## src/rtl/segpg_pkg.sv

```systemverilog
package segpg_pkg;
  typedef enum logic [2:0] {
    XE_NONE  = 3'd0,
    XE_SEG   = 3'd1,
    XE_BOUND = 3'd2,
    XE_PAGE  = 3'd3,
    XE_PERM  = 3'd4
  } xerr_e;

  typedef enum logic [1:0] {
    ST_IDLE  = 2'd0,
    ST_CHECK = 2'd1,
    ST_WAIT  = 2'd2
  } xst_e;
endpackage

```

## src/rtl/segpg_segfile.sv

```systemverilog
module segpg_segfile #(
  parameter int SEG_W   = 3,
  parameter int MADDR_W = 32,
  parameter int PAGE_W  = 19
) (
  input  logic               clk,
  input  logic               rst,
  input  logic               we,
  input  logic [SEG_W-1:0]   widx,
  input  logic [MADDR_W-1:0] wbase,
  input  logic [PAGE_W-1:0]  wlimit,
  input  logic               wvalid,
  input  logic               re,
  input  logic [SEG_W-1:0]   ridx,
  output logic [MADDR_W-1:0] rbase,
  output logic [PAGE_W-1:0]  rlimit,
  output logic               rvalid
);
  localparam int NSEG  = 1 << SEG_W;
  localparam int ENT_W = MADDR_W + PAGE_W;

  // base and limit: plain array with synchronous read, RAM inferable
  logic [ENT_W-1:0] ent_mem [NSEG];
  logic [ENT_W-1:0] rd_q;
  logic [NSEG-1:0]  vbits;
  logic             vld_q;

  always_ff @(posedge clk) begin
    if (we) ent_mem[widx] <= {wbase, wlimit};
    if (re) rd_q <= ent_mem[ridx];
  end

  // valid flags need reset, so they live in flops
  for (genvar g = 0; g < NSEG; g++) begin : g_vld
    always_ff @(posedge clk) begin
      if (rst)                                  vbits[g] <= 1'b0;
      else if (we && (widx == SEG_W'(g)))       vbits[g] <= wvalid;
    end
  end

  always_ff @(posedge clk) begin
    if (rst)     vld_q <= 1'b0;
    else if (re) vld_q <= vbits[ridx];
  end

  assign rbase  = rd_q[ENT_W-1:PAGE_W];
  assign rlimit = rd_q[PAGE_W-1:0];
  assign rvalid = vld_q;
endmodule

```

## src/rtl/segpg_bound.sv

```systemverilog
module segpg_bound
  import segpg_pkg::*;
#(
  parameter int MADDR_W = 32,
  parameter int PAGE_W  = 19,
  parameter int PTE_W   = 32
) (
  input  logic               seg_ok,
  input  logic [MADDR_W-1:0] base,
  input  logic [PAGE_W-1:0]  limit,
  input  logic [PAGE_W-1:0]  page,
  output xerr_e              code,
  output logic [MADDR_W-1:0] pte_addr
);
  localparam int SH  = $clog2(PTE_W / 8);
  localparam int PAD = MADDR_W - PAGE_W - SH;

  always_comb begin
    if (!seg_ok)           code = XE_SEG;
    else if (page > limit) code = XE_BOUND;
    else                   code = XE_NONE;
  end

  assign pte_addr = base + {{PAD{1'b0}}, page, {SH{1'b0}}};
endmodule

```

## src/rtl/segpg_pte.sv

```systemverilog
module segpg_pte
  import segpg_pkg::*;
#(
  parameter int PTE_W = 32,
  parameter int PPN_W = 20
) (
  input  logic [PTE_W-1:0] pte,
  input  logic             is_write,
  output xerr_e            code,
  output logic [PPN_W-1:0] ppn
);
  localparam int FV = 0;
  localparam int FR = 1;
  localparam int FW = 2;

  always_comb begin
    if (!pte[FV])                   code = XE_PAGE;
    else if (is_write && !pte[FW])  code = XE_PERM;
    else if (!is_write && !pte[FR]) code = XE_PERM;
    else                            code = XE_NONE;
  end

  assign ppn = pte[PTE_W-1 -: PPN_W];

  if (PTE_W - PPN_W > 3) begin : g_rsv
    logic unused_rsv;
    assign unused_rsv = ^pte[PTE_W-PPN_W-1:3];
  end
endmodule

```

## src/rtl/segpg_xlate.sv

```systemverilog
module segpg_xlate
  import segpg_pkg::*;
#(
  parameter int SEG_W   = 3,
  parameter int PAGE_W  = 19,
  parameter int OFF_W   = 10,
  parameter int PPN_W   = 20,
  parameter int PTE_W   = 32,
  parameter int MADDR_W = 32
) (
  input  logic                          clk,
  input  logic                          rst,
  input  logic                          seg_we,
  input  logic [SEG_W-1:0]              seg_sel,
  input  logic [MADDR_W-1:0]            seg_base,
  input  logic [PAGE_W-1:0]             seg_limit,
  input  logic                          seg_valid,
  input  logic                          req_valid,
  output logic                          req_ready,
  input  logic [SEG_W+PAGE_W+OFF_W-1:0] req_vaddr,
  input  logic                          req_write,
  output logic                          mem_rd,
  output logic [MADDR_W-1:0]            mem_addr,
  input  logic                          mem_rvalid,
  input  logic [PTE_W-1:0]              mem_rdata,
  output logic                          rsp_valid,
  output logic                          rsp_err,
  output logic [2:0]                    rsp_code,
  output logic [PPN_W+OFF_W-1:0]        rsp_paddr
);
  localparam int VA_W = SEG_W + PAGE_W + OFF_W;
  localparam int PA_W = PPN_W + OFF_W;

  xst_e                 st_q;
  logic [PAGE_W-1:0]    page_q;
  logic [OFF_W-1:0]     off_q;
  logic                 wr_q;
  logic                 accept;

  logic [MADDR_W-1:0]   sf_base;
  logic [PAGE_W-1:0]    sf_limit;
  logic                 sf_valid;
  xerr_e                bc_code;
  logic [MADDR_W-1:0]   bc_addr;
  xerr_e                pc_code;
  logic [PPN_W-1:0]     pc_ppn;

  logic                 mem_rd_q;
  logic [MADDR_W-1:0]   mem_addr_q;
  logic                 rsp_valid_q;
  xerr_e                rsp_code_q;
  logic [PA_W-1:0]      rsp_paddr_q;

  assign req_ready = (st_q == ST_IDLE) && !seg_we;
  assign accept    = req_valid && req_ready;

  segpg_segfile #(
    .SEG_W(SEG_W), .MADDR_W(MADDR_W), .PAGE_W(PAGE_W)
  ) u_segs (
    .clk(clk), .rst(rst),
    .we(seg_we), .widx(seg_sel), .wbase(seg_base),
    .wlimit(seg_limit), .wvalid(seg_valid),
    .re(accept), .ridx(req_vaddr[VA_W-1 -: SEG_W]),
    .rbase(sf_base), .rlimit(sf_limit), .rvalid(sf_valid)
  );

  segpg_bound #(
    .MADDR_W(MADDR_W), .PAGE_W(PAGE_W), .PTE_W(PTE_W)
  ) u_bound (
    .seg_ok(sf_valid), .base(sf_base), .limit(sf_limit),
    .page(page_q), .code(bc_code), .pte_addr(bc_addr)
  );

  segpg_pte #(
    .PTE_W(PTE_W), .PPN_W(PPN_W)
  ) u_pte (
    .pte(mem_rdata), .is_write(wr_q), .code(pc_code), .ppn(pc_ppn)
  );

  always_ff @(posedge clk) begin
    if (rst) begin
      st_q        <= ST_IDLE;
      page_q      <= '0;
      off_q       <= '0;
      wr_q        <= 1'b0;
      mem_rd_q    <= 1'b0;
      mem_addr_q  <= '0;
      rsp_valid_q <= 1'b0;
      rsp_code_q  <= XE_NONE;
      rsp_paddr_q <= '0;
    end else begin
      mem_rd_q    <= 1'b0;
      rsp_valid_q <= 1'b0;
      unique case (st_q)
        ST_IDLE: begin
          if (accept) begin
            page_q <= req_vaddr[OFF_W +: PAGE_W];
            off_q  <= req_vaddr[OFF_W-1:0];
            wr_q   <= req_write;
            st_q   <= ST_CHECK;
          end
        end
        ST_CHECK: begin
          if (bc_code != XE_NONE) begin
            rsp_valid_q <= 1'b1;
            rsp_code_q  <= bc_code;
            rsp_paddr_q <= '0;
            st_q        <= ST_IDLE;
          end else begin
            mem_rd_q   <= 1'b1;
            mem_addr_q <= bc_addr;
            st_q       <= ST_WAIT;
          end
        end
        ST_WAIT: begin
          if (mem_rvalid) begin
            rsp_valid_q <= 1'b1;
            rsp_code_q  <= pc_code;
            rsp_paddr_q <= (pc_code == XE_NONE) ? {pc_ppn, off_q} : '0;
            st_q        <= ST_IDLE;
          end
        end
        default: st_q <= ST_IDLE;
      endcase
    end
  end

  assign mem_rd    = mem_rd_q;
  assign mem_addr  = mem_addr_q;
  assign rsp_valid = rsp_valid_q;
  assign rsp_code  = rsp_code_q;
  assign rsp_err   = (rsp_code_q != XE_NONE);
  assign rsp_paddr = rsp_paddr_q;
endmodule

```

## config.mk

```make
export PLATFORM = sky130hd
export DESIGN_NAME = segpg_xlate
export DESIGN_NICKNAME = d
export VERILOG_FILES = /design/src/rtl/segpg_pkg.sv /design/src/rtl/segpg_segfile.sv /design/src/rtl/segpg_bound.sv /design/src/rtl/segpg_pte.sv /design/src/rtl/segpg_xlate.sv
export SDC_FILE = /design/constraint.sdc
export NUM_CORES = 1
export LEC_CHECK = 0
export BUFFER_PORTS_ARGS = -buffer_cell sky130_fd_sc_hd__buf_4
export CORE_MARGIN = 2
export CORE_UTILIZATION = 30
export CTS_BUF_LIST = sky130_fd_sc_hd__clkbuf_4
export CTS_CLUSTER_SIZE = 40
export DETAILED_ROUTE_END_ITERATION = 10
export GPL_TIMING_DRIVEN = 0
export PLACE_DENSITY_LB_ADDON = 0.05
export SYNTH_ARGS = -nofsm -noshare
export SYNTH_HDL_FRONTEND = slang
export SYNTH_HIERARCHICAL = 1
export SYNTH_SLANG_ARGS = --single-unit
```

## constraint.sdc

```tcl
create_clock -name clk -period 20.4 [get_ports clk]
set_input_delay 3.06 -clock clk [delete_from_list [all_inputs] [get_ports clk]]
set_output_delay 3.06 -clock clk [all_outputs]
set_load 0.02 [all_outputs]
```

=== After elaboration in Yosys (flattened, before gate mapping) ===
Memory sizes are Yosys's and may differ from the RTL's. A register that Yosys moved wholly into a read port is not among the register bits.
Cells that the tools add are included.

* Memories: 1
* Bits in registers: 108
* Bits in writable memories: 408
* Input bits: 125
* Output and inout bits: 69

{| class="wikitable"
|+ Memories
! name !! depth !! bits a word !! read ports !! clocked after Yosys merged registers in !! write ports !! line !! RTL
|-
| u_segs.ent_mem || 8 || 51 || 1 || 1 || 1 || segpg_segfile.sv:23 || <nowiki>logic [ENT_W-1:0] ent_mem [NSEG];</nowiki>
|}

* Bitwise gates (word level): 2
* $lt $le $gt $ge: 2
* $add $sub $neg: 1
* Mux-type cells: 24
* Equality and inequality tests: 12
* Reduce and logical (&&, ||, !) cells: 27

{| class="wikitable"
|+ Operators with widths
! cell !! count
|-
| 30-bit two-way mux || 3
|-
| 30-bit one-hot mux with 2 select lines || 1
|-
| 32-bit by 21-bit adder with 32-bit output || 1
|-
| 19-bit > comparator || 1
|-
| 3-bit two-way mux || 6
|-
| 3-bit equality test (second input constant) || 4
|-
| 1-bit logical AND || 12
|-
| 2-bit two-way mux || 4
|-
| 3-bit by 2-bit equality test with 1-bit output (second input constant) || 2
|-
| 3-bit zero test || 2
|-
| 1-bit two-way mux || 6
|-
| 2-bit inequality test (second input constant) || 3
|-
| 2-bit one-hot mux with 3 select lines || 1
|-
| 3-bit one-hot mux with 2 select lines || 1
|-
| 2-bit AND reduction || 3
|-
| 3-bit nonzero test || 2
|-
| 1-bit zero test || 4
|-
| 3-bit by 4-bit less-than comparator with 1-bit output (second input constant) || 1
|-
| 1-bit binary-select mux with 3-bit select || 1
|-
| 3-bit by 1-bit equality test with 1-bit output (second input constant) || 1
|-
| 3-bit AND reduction || 1
|-
| 2-bit by 1-bit equality test with 1-bit output (second input constant) || 1
|-
| 2-bit equality test (second input constant) || 1
|-
| 2-bit zero test || 1
|-
| other kinds (4) || 5
|}

=== Depth between registers and ports, before layout ===
Gate-level depths: netlist of the first run.

* Depth after elaboration: 9
* Mapped depth: 14

=== Cells and area by module ===
The synthesis of the first run kept the hierarchy.

{| class="wikitable"
|+ By module, submodules not included
! module !! times used !! sequential area each (um2) !! cells each !! area each (um2)
|-
| segpg_segfile || 1 || 13963.4 || 687 || 17491.8
|-
| segpg_xlate || 1 || 1981.9 || 448 || 3783.6
|-
| segpg_bound || 1 || 0.0 || 264 || 1856.8
|-
| segpg_pte || 1 || 0.0 || 24 || 180.2
|}

=== Least setup slack after synthesis of the first run ===
OpenSTA, ideal clock, no wires.

* Path kind: input -> register
* Start: input port seg_sel[1]
* End: register u_segs.vbits[0]
* Data arrival time: 9.124 ns
* Buffers on the path: 0
* Required time: 20.273 ns
* Stages on the path: 3
* Path slack: 11.149 ns
* Setup time: 0.127 ns
* Cells stage by stage: nor4b_1 > mux2i_1 > nor2_1

* Cells in the longest elaborated chain, start to end: 2

{| class="wikitable"
|+ Ends and longest elaborated chain
! item !! line !! RTL
|-
| start, declared || segpg_xlate.sv:14 || <nowiki>input logic [SEG_W-1:0] seg_sel,</nowiki>
|-
| 3-bit zero test || segpg_segfile.sv:37 || <nowiki>else if (we && (widx == SEG_W'(g))) vbits[g] <= wvalid;</nowiki>
|-
| 1-bit logical AND || segpg_segfile.sv:37 ||
|-
| end signal, assigned by index || segpg_segfile.sv:37 ||
|-
| end, declared || segpg_segfile.sv:25 || <nowiki>logic [NSEG-1:0] vbits;</nowiki>
|}

No other way between the ends.
A chain may end at the register's enable or synchronous reset.

=== Worst setup path in the final report of the first run ===
* Start: input port seg_we
* End: output port req_ready

* Cells in the longest elaborated chain, start to end: 2

{| class="wikitable"
|+ Ends and longest elaborated chain
! item !! line !! RTL
|-
| start, declared || segpg_xlate.sv:13 || <nowiki>input logic seg_we,</nowiki>
|-
| 1-bit zero test || segpg_xlate.sv:54 || <nowiki>assign req_ready = (st_q == ST_IDLE) && !seg_we;</nowiki>
|-
| 1-bit logical AND || segpg_xlate.sv:54 ||
|-
| end, declared || segpg_xlate.sv:19 || <nowiki>output logic req_ready,</nowiki>
|}

No other way between the ends.

==> results.py, run 1 <==
metrics = {
    "outcome": {
        "outcome": "finished, final reports clean",
    },
    "pwr": {
        "p_per_area_nw_per_um2": 91.9,
        "worst_ir_drop_vdd_mv": 0.0398,
        "p_leak_nw": 10.1,
    },
    "clock_network": {
        "clock_path_buffers": 3,
        "post-cts-setup-buffers": 0,
        "cts_tree": "yes",
        "clk_latency_ns": 0.96,
        "clk_pin_slew_ns": 0.05,
        "cts.sinks": 567,
        "root_buffer": "clkbuf_4",
        "cts_resized": 0,
        "cts_hold_buf": 0,
        "numCtsBuffers": 160,
        "htree_levels": 4,
    },
    "synthesis": {
        "ys_ff_latch": 567,
        "ys.flop_type": "edfxtp_1",
        "yosysUniqueCellTypes": 63,
        "synth-seq-area-share_pct": 68.4,
        "synth_nets": 1591,
        "synthesis.area_um2": 23300,
        "ys_async_sr_fraction_pct": 0,
        "yosysWarningCount": 6,
        "synth_edf_count": 459,
        "synth_cells": 1423,
        "syn_area_per_cell_um2": 16.4,
    },
    "worst_hold_path": {
        "hp-class": "flip-flop to flip-flop",
        "hold-path-endpoint": "mem_addr[21]$_SDFFE_PP0P_",
        "min_path_cells": 2,
        "min_from": "mem_addr[21]$_SDFFE_PP0P_",
    },
    "worst_setup_path": {
        "end_kind": "output port",
        "worstPathArrival_ns": 3.50,
        "critPathKind": "input pin to output port",
        "reg2reg_depth": 12,
        "critPathMaxFanout": 12,
        "cp-start-kind": "input pin",
        "cp.required_ns": 17.34,
        "rrSetupSlack_ns": 17.08,
        "r2r_start": "u_segs/rd_q[4]$_DFFE_PP_",
        "r2r_end": "mem_addr[0]$_SDFFE_PP0P_",
    },
    "sta": {
        "clock.fmax_mhz": 153,
        "setup_viol": 0,
        "final-max-slew-violation-count": 0,
        "slew_headroom_pct": 26.2,
        "whs_ns": 0.454,
        "period_share_pct": 32.1,
        "fin_worst_skew_ns": 0.0490,
        "period_needed_ns": 6.56,
        "hold_viol": 0,
        "setup_tns_ns": 0,
        "rsz0062_at_grt": "no",
        "tightest_slew_ns": 1.11,
    },
    "placed_design": {
        "numPortBuffers": 161,
        "place.gp.congestion": 0.767,
        "hpwl_um": 41100,
    },
    "routing": {
        "route.detailed.drc": 0,
        "post_drt_wl_per_cell_um": 21.0,
        "first_pass_iters": 5,
        "wl_um": 61600,
        "viasPerCell": 4.52,
        "vias": 13300,
        "dr.first_iter.drc_count": 638,
        "antenna_left": 0,
    },
    "job": {
        "maxCapViolCount": 0,
    },
    "grt": {
        "antenna_found_initial": 4,
        "gr-total-overflow": 0,
        "met1_usage_pct": 21.1,
        "track_usage_pct": 15.7,
        "grt_start_max_net_pins": 59,
        "met3_usage_pct": 4.81,
        "busiest_layer": "met2",
        "grt_pass1_vias": 14100,
        "grt_pass1_wl_um": 90900,
        "met2_usage_pct": 24.1,
    },
    "floorplan": {
        "die_x_um": 283,
        "core-area_um2": 77200,
        "die_y_um": 283,
        "die_area_um2": 80000,
        "ioPinCount": 194,
        "start_util_pct": 30.2,
        "rows": 102,
    },
    "layout": {
        "register_area_um2": 15900,
        "num-fill-cells": 7457,
        "syn2layout_area_growth_pct": 21.2,
        "final_nets": 1933,
        "drive_above_1_share_pct": 35.7,
        "multi_input_area_um2": 6640,
    },
}
## final cells by class
type / instances / share of cell area (%)
inverter: 38 / 0.540
timing repair buffer: 180 / 5.38
clock inverter: 43 / 0.961
tap: 1040 / 4.61
buffer: 92 / 2.13
sequential: 567 / 56.4
multi-input combinational: 726 / 23.5
antenna: 4 / 0.0354
clock buffer: 241 / 6.40
## where the power goes
part,leakage [nW],internal (W),total [W],switching (W)
clock,1.24,0.000577,0.00106,0.000479
sequential,5.05,0.00130,0.00131,0.0000159
combinational,3.83,0.000104,0.000230,0.000126
## layout by cell type (no fill, tap or decap), types with 5 or more instances in the layout
master / netlist / layout
clkinv_1: 0 / 27
buf_1: 7 / 7
ha_1: 42 / 42
buf_2: 17 / 17
clkbuf_1: 32 / 31
nor2_1: 27 / 27
a211oi_2: 6 / 6
a21o_1: 11 / 11
buf_16: 0 / 7
xnor2_1: 16 / 16
edfxtp_1: 459 / 459
mux2_4: 40 / 40
mux2_2: 14 / 14
dfxtp_1: 108 / 108
and3_1: 5 / 5
buf_6: 3 / 7
inv_1: 38 / 34
nand2b_1: 5 / 5
buf_4: 25 / 193
nand4_1: 8 / 8
nand3_1: 37 / 37
xor2_1: 11 / 11
buf_12: 5 / 6
mux2i_1: 46 / 46
clkbuf_4: 0 / 242
a21oi_1: 91 / 91
nand2_1: 183 / 183
nor3_1: 7 / 7
o21ai_0: 15 / 15
mux4_2: 103 / 103
## synth_stat cells (5+ instances only)
cell type,instances,area share [%]
xnor2_1,16,0.60
mux2_4,40,2.6
a211oi_2,6,0.32
nand2_1,183,2.9
mux2_2,14,0.68
xor2_1,11,0.41
inv_1,38,0.61
edfxtp_1,459,59
clkbuf_1,32,0.52
buf_1,7,0.11
a21o_1,11,0.35
nand2b_1,5,0.13
mux2i_1,46,2.0
and3_1,5,0.13
nor2_1,27,0.43
nand4_1,8,0.21
nor3_1,7,0.15
a21oi_1,91,2.0
buf_12,5,0.43
o21ai_0,15,0.32
nand3_1,37,0.79
buf_2,17,0.36
ha_1,42,2.3
mux4_2,103,10
dfxtp_1,108,9.3
buf_4,25,0.81
## flip-flops by register name, summed over array words and instances (netlist names)
name	flops
u_segs/rd_q	51
mem_rd	1
u_segs/vbits	8
u_segs/rvalid	1
mem_addr	32
rsp_valid	1
page_q	19
st_q	2
rsp_code	3
u_segs/ent_mem	408
rsp_paddr	30
off_q	10
wr_q	1
## worst max path at each step
stage                           from                           end  slack (ns)  depth (start not counted)
final                         seg_we                     req_ready       13.84                          3
after global routing          seg_we                     req_ready       13.82                          3
after CTS                     seg_we                     req_ready       13.83                          3
after detailed placement      seg_we                     req_ready       13.83                          3
after global placement        seg_we  u_segs/vbits[0]$_SDFFE_PP0P_        3.15                          4
after floorplan           seg_sel[1]  u_segs/vbits[0]$_SDFFE_PP0P_       11.15                          3
## per-stage QoR
stage | total power [W] | instance area, um^2 | std cells | worst slack [ns] | util [%]
4_1_cts | 0.00266 | 28200 | 2927 | 13.83 | 36.6
3_3_place_gp | 0.00157 | 25800 | 2624 | 3.15 | 33.4
5_1_grt | 0.00274 | 28300 | 2930 | 13.82 | 36.6
6_report | 0.00260 | 28300 | 2931 | 13.84 | 36.6
3_5_place_dp | 0.00157 | 26200 | 2643 | 13.83 | 33.9
2_1_floorplan | 0.00148 | 23300 | 1423 | 11.15 | -
## cell families after synthesis
kind of cell	Yosys count	synth area share (%)
AOI/OAI and AO/OA	152	4.07
xor gates and xnor gates	27	1.01
adders and majority gates	43	2.34
buffers and inverters	130	3.18
DFF	567	68.4
muxes	203	15.2
other	1	0.0161
and+or+nand+nor	300	5.80
## worst max-delay path: stages
cell and delay [ns]:
buf_4 0.17, nor2b_1 0.12, buf_4 0.15
## metal layers
layer	routed length, um	up-vias
li1	-	6233
met1	28700	6570
met2	27900	354
met3	3820	96
met4	1150	6
met5	37	-
Note: power is estimated with default switching activity, not from simulation.
==> inputs of run 2 (changes only) <==
==> constraint.sdc (replaced) <==
create_clock -name clk -period 6.85 [get_ports clk]
set_input_delay 1.0275 -clock clk [delete_from_list [all_inputs] [get_ports clk]]
set_output_delay 1.0275 -clock clk [all_outputs]
set_load 0.02 [all_outputs]
==> run 2 against run 1 <==
  * First-iteration DRC count rose by 5.2%
  * Final cell count decreased by 0.14%
  * Wire length is 0.94% higher
  * Die area unchanged
  * Clock skew up 0.0029 ns
  * Hold slack got worse by 0.15 ns
  * Critical path type is now flip-flop to flip-flop
  * Highest routed layer unchanged
==> results.py, run 2 (same netlist as run 1, synthesis figures left out) <==
metrics = {
    "grt": {
        "grt_start_max_net_pins": 40,
        "track_usage_pct": 15.9,
        "antenna_found_initial": 7,
        "grt_pass1_wl_um": 91600,
        "grt_pass1_vias": 14100,
        "gr-total-overflow": 0,
    },
    "job": {
        "maxCapViolCount": 0,
    },
    "routing": {
        "first_pass_iters": 5,
        "post_drt_wl_per_cell_um": 21.2,
        "dr.first_iter.drc_count": 671,
        "antenna_left": 0,
        "wl_um": 62200,
        "vias": 13300,
        "route.detailed.drc": 0,
        "viasPerCell": 4.55,
    },
    "pwr": {
        "finalPower_w": 0.00773,
        "p_per_area_nw_per_um2": 274,
        "p_leak_nw": 10.1,
        "worst_ir_drop_vdd_mv": 0.0973,
    },
    "floorplan": {
        "core-area_um2": 77200,
        "start_util_pct": 30.2,
        "die_x_um": 283,
        "die_area_um2": 80000,
        "ioPinCount": 194,
        "rows": 102,
        "die_y_um": 283,
    },
    "layout": {
        "multi_input_area_um2": 6650,
        "num-fill-cells": 7443,
        "drive_above_1_share_pct": 35.8,
        "final_nets": 1927,
        "register_area_um2": 15900,
        "syn2layout_area_growth_pct": 21.2,
        "largest_reg_flops": 408,
        "regMostFlops": "u_segs/ent_mem",
        "mostFrequentLayoutCells": "edfxtp_1 (459), clkbuf_4 (248), buf_4 (186)",
        "final_common_cell": "edfxtp_1",
    },
    "worst_setup_path": {
        "endpoint": "mem_addr[1]$_SDFFE_PP0P_",
        "end_kind": "flip-flop",
        "critPathKind": "flip-flop to flip-flop",
        "startpoint": "u_segs/rd_q[4]$_DFFE_PP_",
        "r2r_end": "mem_addr[1]$_SDFFE_PP0P_",
        "rrSetupSlack_ns": 3.41,
        "cp-start-kind": "flip-flop",
        "worstPathArrival_ns": 4.31,
        "reg2reg_depth": 12,
        "cp.required_ns": 7.71,
        "r2r_start": "u_segs/rd_q[4]$_DFFE_PP_",
        "critPathMaxFanout": 10,
    },
    "outcome": {
        "outcome": "finished, final reports clean",
    },
    "clock_network": {
        "root_buffer": "clkbuf_4",
        "clk_latency_ns": 0.96,
        "clk_pin_slew_ns": 0.07,
        "htree_levels": 4,
        "cts_resized": 0,
        "clock_path_buffers": 3,
        "cts.sinks": 567,
        "numCtsBuffers": 159,
        "cts_hold_buf": 0,
        "cts_tree": "yes",
        "post-cts-setup-buffers": 0,
    },
    "sta": {
        "rsz0062_at_grt": "no",
        "clock.fmax_mhz": 290,
        "period_needed_ns": 3.44,
        "hold_viol": 0,
        "fin_worst_skew_ns": 0.0519,
        "tightest_slew_ns": 1.04,
        "period_share_pct": 50.3,
        "setup_viol": 0,
        "whs_ns": 0.306,
        "final-max-slew-violation-count": 0,
        "slew_headroom_pct": 30.5,
    },
    "placed_design": {
        "place.gp.congestion": 0.749,
        "hpwl_um": 41400,
        "numPortBuffers": 161,
    },
    "worst_hold_path": {
        "hp-class": "input pin to flip-flop",
    },
}
-- run 2: power breakdown --
| part | switching [W] | total [W] | internal, W |
|---|---|---|---|
| Sequential | 0.0000474 | 0.00391 | 0.00386 |
| Clock | 0.00143 | 0.00314 | 0.00171 |
| Combinational | 0.000377 | 0.000687 | 0.000310 |
-- run 2: stage by stage --
step           worst slack (ns)  cells  TNS [ns]  util (%)  cell area, um^2
2_1_floorplan              2.29   1423         0         -            23300
4_1_cts                    3.38   2921         0      36.6            28200
5_1_grt                    3.13   2926         0      36.6            28300
6_report                   3.41   2927         0      36.6            28300
3_3_place_gp              -1.87   2624    -93.37      33.5            25800
3_5_place_dp               3.41   2638         0      33.9            26200
-- run 2: layout make-up --
| class | instances | area share, % |
|---|---|---|
| antenna | 6 | 0.0531 |
| buffer | 92 | 2.13 |
| clock buffer | 247 | 6.56 |
| clock inverter | 36 | 0.802 |
| inverter | 38 | 0.540 |
| multi-input combinational | 726 | 23.5 |
| sequential | 567 | 56.4 |
| tap | 1040 | 4.61 |
| timing repair buffer | 175 | 5.32 |
-- run 2: how the worst min path moves through the flow --
stage	startpoint	to	slack (ns)	cells past startpoint
detailed placement	off_q[6]$_SDFFE_PP0P_	off_q[6]$_SDFFE_PP0P_	0.45	2
finish	seg_base[5]	u_segs/ent_mem[7][24]$_DFFE_PP_	0.31	1
CTS	seg_base[5]	u_segs/ent_mem[7][24]$_DFFE_PP_	0.15	1
global route	seg_base[5]	u_segs/ent_mem[7][24]$_DFFE_PP_	0.14	1
global placement	off_q[3]$_SDFFE_PP0P_	off_q[3]$_SDFFE_PP0P_	0.44	2
floorplan	off_q[0]$_SDFFE_PP0P_	off_q[0]$_SDFFE_PP0P_	0.44	2
-- run 2: worst max-delay path, cell delays in order, from the launching register on --
cell and delay [ns]:
edfxtp_1 0.39, inv_1 0.11, ha_1 0.25, a21oi_1 0.14, nor2_1 0.05, a211oi_1 0.26, o21ai_0 0.17, a21oi_1 0.18
a21oi_1 0.21, nor4b_1 0.87, clkbuf_1 0.44, nand2_1 0.12, a21oi_1 0.15
-- run 2: routing by layer --
| metal | vias to the layer above | global-route usage (%) | routed length, um |
|---|---|---|---|
| met3 | 83 | 4.87 | 3450 |
| li1 | 6223 | - | - |
| met4 | 4 | 5.11 | 982 |
| met2 | 346 | 24.6 | 28600 |
| met1 | 6650 | 21.2 | 29000 |
| met5 | - | 0 | 30 |
==> inputs of run 3 (changes only) <==
==> constraint.sdc (replaced) <==
create_clock -name clk -period 2.94 [get_ports clk]
set_input_delay 0.441 -clock clk [delete_from_list [all_inputs] [get_ports clk]]
set_output_delay 0.441 -clock clk [all_outputs]
set_load 0.02 [all_outputs]
==> run 3 against run 2 <==
  * Die area unchanged
  * Clock power up 130%
  * Sequential power grew 130%
  * Fmax rose by 22%
  * Final area is 5.1% higher
  * Worst setup slack got worse by 3.3 ns
==> results.py, run 3 (same netlist as run 1, synthesis figures left out) <==
metrics = {
    "layout": {
        "mostFrequentLayoutCells": "edfxtp_1 (459), clkbuf_4 (245), buf_4 (192)",
        "fin_util_pct": 38.4,
        "drive_above_1_share_pct": 34.4,
        "final_nets": 2061,
        "syn2layout_area_growth_pct": 27.3,
        "regMostFlops": "u_segs/ent_mem",
        "largest_reg_flops": 408,
        "final_common_cell": "edfxtp_1",
    },
    "clock_network": {
        "cts_tree": "yes",
        "numCtsBuffers": 159,
        "htree_levels": 4,
        "clk_pin_slew_ns": 0.06,
        "clock_path_buffers": 3,
        "cts.sinks": 567,
        "root_buffer": "clkbuf_4",
        "clk_latency_ns": 0.95,
    },
    "outcome": {
        "outcome": "finished, final reports clean",
    },
    "floorplan": {
        "core-area_um2": 77200,
        "die_x_um": 283,
        "die_area_um2": 80000,
        "rows": 102,
        "die_y_um": 283,
        "ioPinCount": 194,
        "start_util_pct": 30.2,
    },
    "sta": {
        "clock.fmax_mhz": 353,
        "setup_viol": 0,
        "period_share_pct": 96.3,
        "rsz0062_at_grt": "yes",
        "post-route-worst-setup-slack_ns": 0.109,
        "fin_worst_skew_ns": 0.0521,
        "slew_headroom_pct": 26.7,
        "final-max-slew-violation-count": 0,
        "hold_viol": 0,
        "period_needed_ns": 2.83,
        "tightest_slew_ns": 1.10,
    },
    "routing": {
        "wl_um": 62400,
        "dr.first_iter.drc_count": 676,
        "route.met3.wl_um": 3570,
        "first_pass_iters": 5,
        "met2RoutedLength_um": 28200,
        "antenna_left": 0,
        "wl_met1_um": 29500,
        "vias": 13800,
        "post_drt_wl_per_cell_um": 20.5,
        "route.detailed.drc": 0,
        "top_layer": "met5",
        "viasPerCell": 4.53,
    },
    "worst_hold_path": {
        "hp-class": "input pin to flip-flop",
    },
    "pwr": {
        "p_sw_w": 0.00427,
        "finalPower_w": 0.0182,
        "comb_power_share_pct": 9.8,
        "worst_ir_drop_vdd_mv": 0.206,
        "power_frac_clock_pct": 40.2,
        "seq_power_share_pct": 50.0,
        "p_per_area_nw_per_um2": 613,
        "p_int_w": 0.0139,
        "p_leak_nw": 10.7,
        "switching_share_pct": 23.5,
    },
    "grt": {
        "gr-total-overflow": 0,
        "grt_pass1_vias": 14500,
        "track_usage_pct": 15.9,
        "grt_start_max_net_pins": 59,
        "grt_pass1_wl_um": 92000,
        "antenna_found_initial": 7,
    },
    "placed_design": {
        "numPortBuffers": 161,
        "dp_slack_ns": -0.541,
        "hpwl_um": 41100,
        "place.gp.congestion": 0.760,
    },
    "worst_setup_path": {
        "worstPathArrival_ns": 3.62,
        "critPathMaxFanout": 10,
        "cp.required_ns": 3.73,
        "end_kind": "flip-flop",
        "critPathKind": "flip-flop to flip-flop",
        "cp-start-kind": "flip-flop",
    },
    "job": {
        "maxCapViolCount": 0,
    },
}
[run 3: per-layer routing]
| layer | up-vias | GRT usage [%] |
|---|---|---|
| li1 | 6476 | - |
| met1 | 6891 | 21.4 |
| met2 | 353 | 24.6 |
| met3 | 103 | 4.63 |
| met4 | 8 | 5.48 |
| met5 | - | 0 |
[run 3: power groups by stage]
| stage | clock [W] | combinational (W) | sequential [W] |
|---|---|---|---|
| floorplan | 0 | 0.00100 | 0.00925 |
| global route | 0.00809 | 0.00195 | 0.00912 |
| global placement | 0 | 0.00160 | 0.00928 |
| detailed placement | 0 | 0.00164 | 0.00927 |
| finish | 0.00732 | 0.00179 | 0.00910 |
| CTS | 0.00768 | 0.00180 | 0.00910 |
[run 3: area by class of cell]
cell class	count	area, um^2
Clock buffer	243	1820
Multi-Input combinational cell	726	6740
Fill cell	7401	47500
Clock inverter	33	248
Timing Repair Buffer	310	2850
Buffer	91	611
Inverter	38	153
Sequential cell	567	15900
Antenna cell	4	10.0
Tap cell	1040	1300
[run 3: timing repair]
| item | 4_1_cts | 5_1_grt |
|---|---|---|
| cloned | 0 | 1 |
| buffers inserted | 4 | 2 |
| hold endpoints to repair | 497 | 0 |
| endpoints found under the setup margin | 65 | 58 |
| resized for setup | 12 | 22 |
| pin swaps | 4 | 8 |
| hold buffers | 127 | 0 |
[run 3: final timing paths]
| check | start | to | slack, ns | cells past startpoint |
|---|---|---|---|---|
| min reg2reg | mem_addr[13]$_SDFFE_PP0P_ | mem_addr[13]$_SDFFE_PP0P_ | 0.45 | 2 |
| max reg2reg | u_segs/rd_q[8]$_DFFE_PP_ | rsp_paddr[18]$_SDFFE_PP0P_ | 0.11 | 13 |
| max | u_segs/rd_q[8]$_DFFE_PP_ | rsp_paddr[18]$_SDFFE_PP0P_ | 0.11 | 13 |
| min | seg_base[2] | u_segs/ent_mem[4][21]$_DFFE_PP_ | 0.28 | 2 |
[run 3: per-stage QoR]
step | area [um^2] | setup TNS, ns | cells | hold slack (ns)
floorplan | 23300 | 0 | 1423 | 0.437
global placement | 25800 | -368.15 | 2624 | 0.443
detailed placement | 26200 | -21.83 | 2639 | 0.448
CTS | 29600 | 0 | 3046 | 0.112
global route | 29700 | -0.0382 | 3050 | 0.169
finish | 29700 | 0 | 3052 | 0.282
[run 3: worst max-delay path, cell delays in order (launching register included)]
cell and delay, ns:
edfxtp_1 0.43, inv_2 0.11, ha_4 0.20, a21o_1 0.15
a21o_1 0.16, a21oi_2 0.12, o21ai_2 0.07, a21oi_2 0.18
a21oi_4 0.10, or4b_1 0.54, buf_6 0.16, and2_4 0.19
buf_8 0.17, mux2i_1 0.12
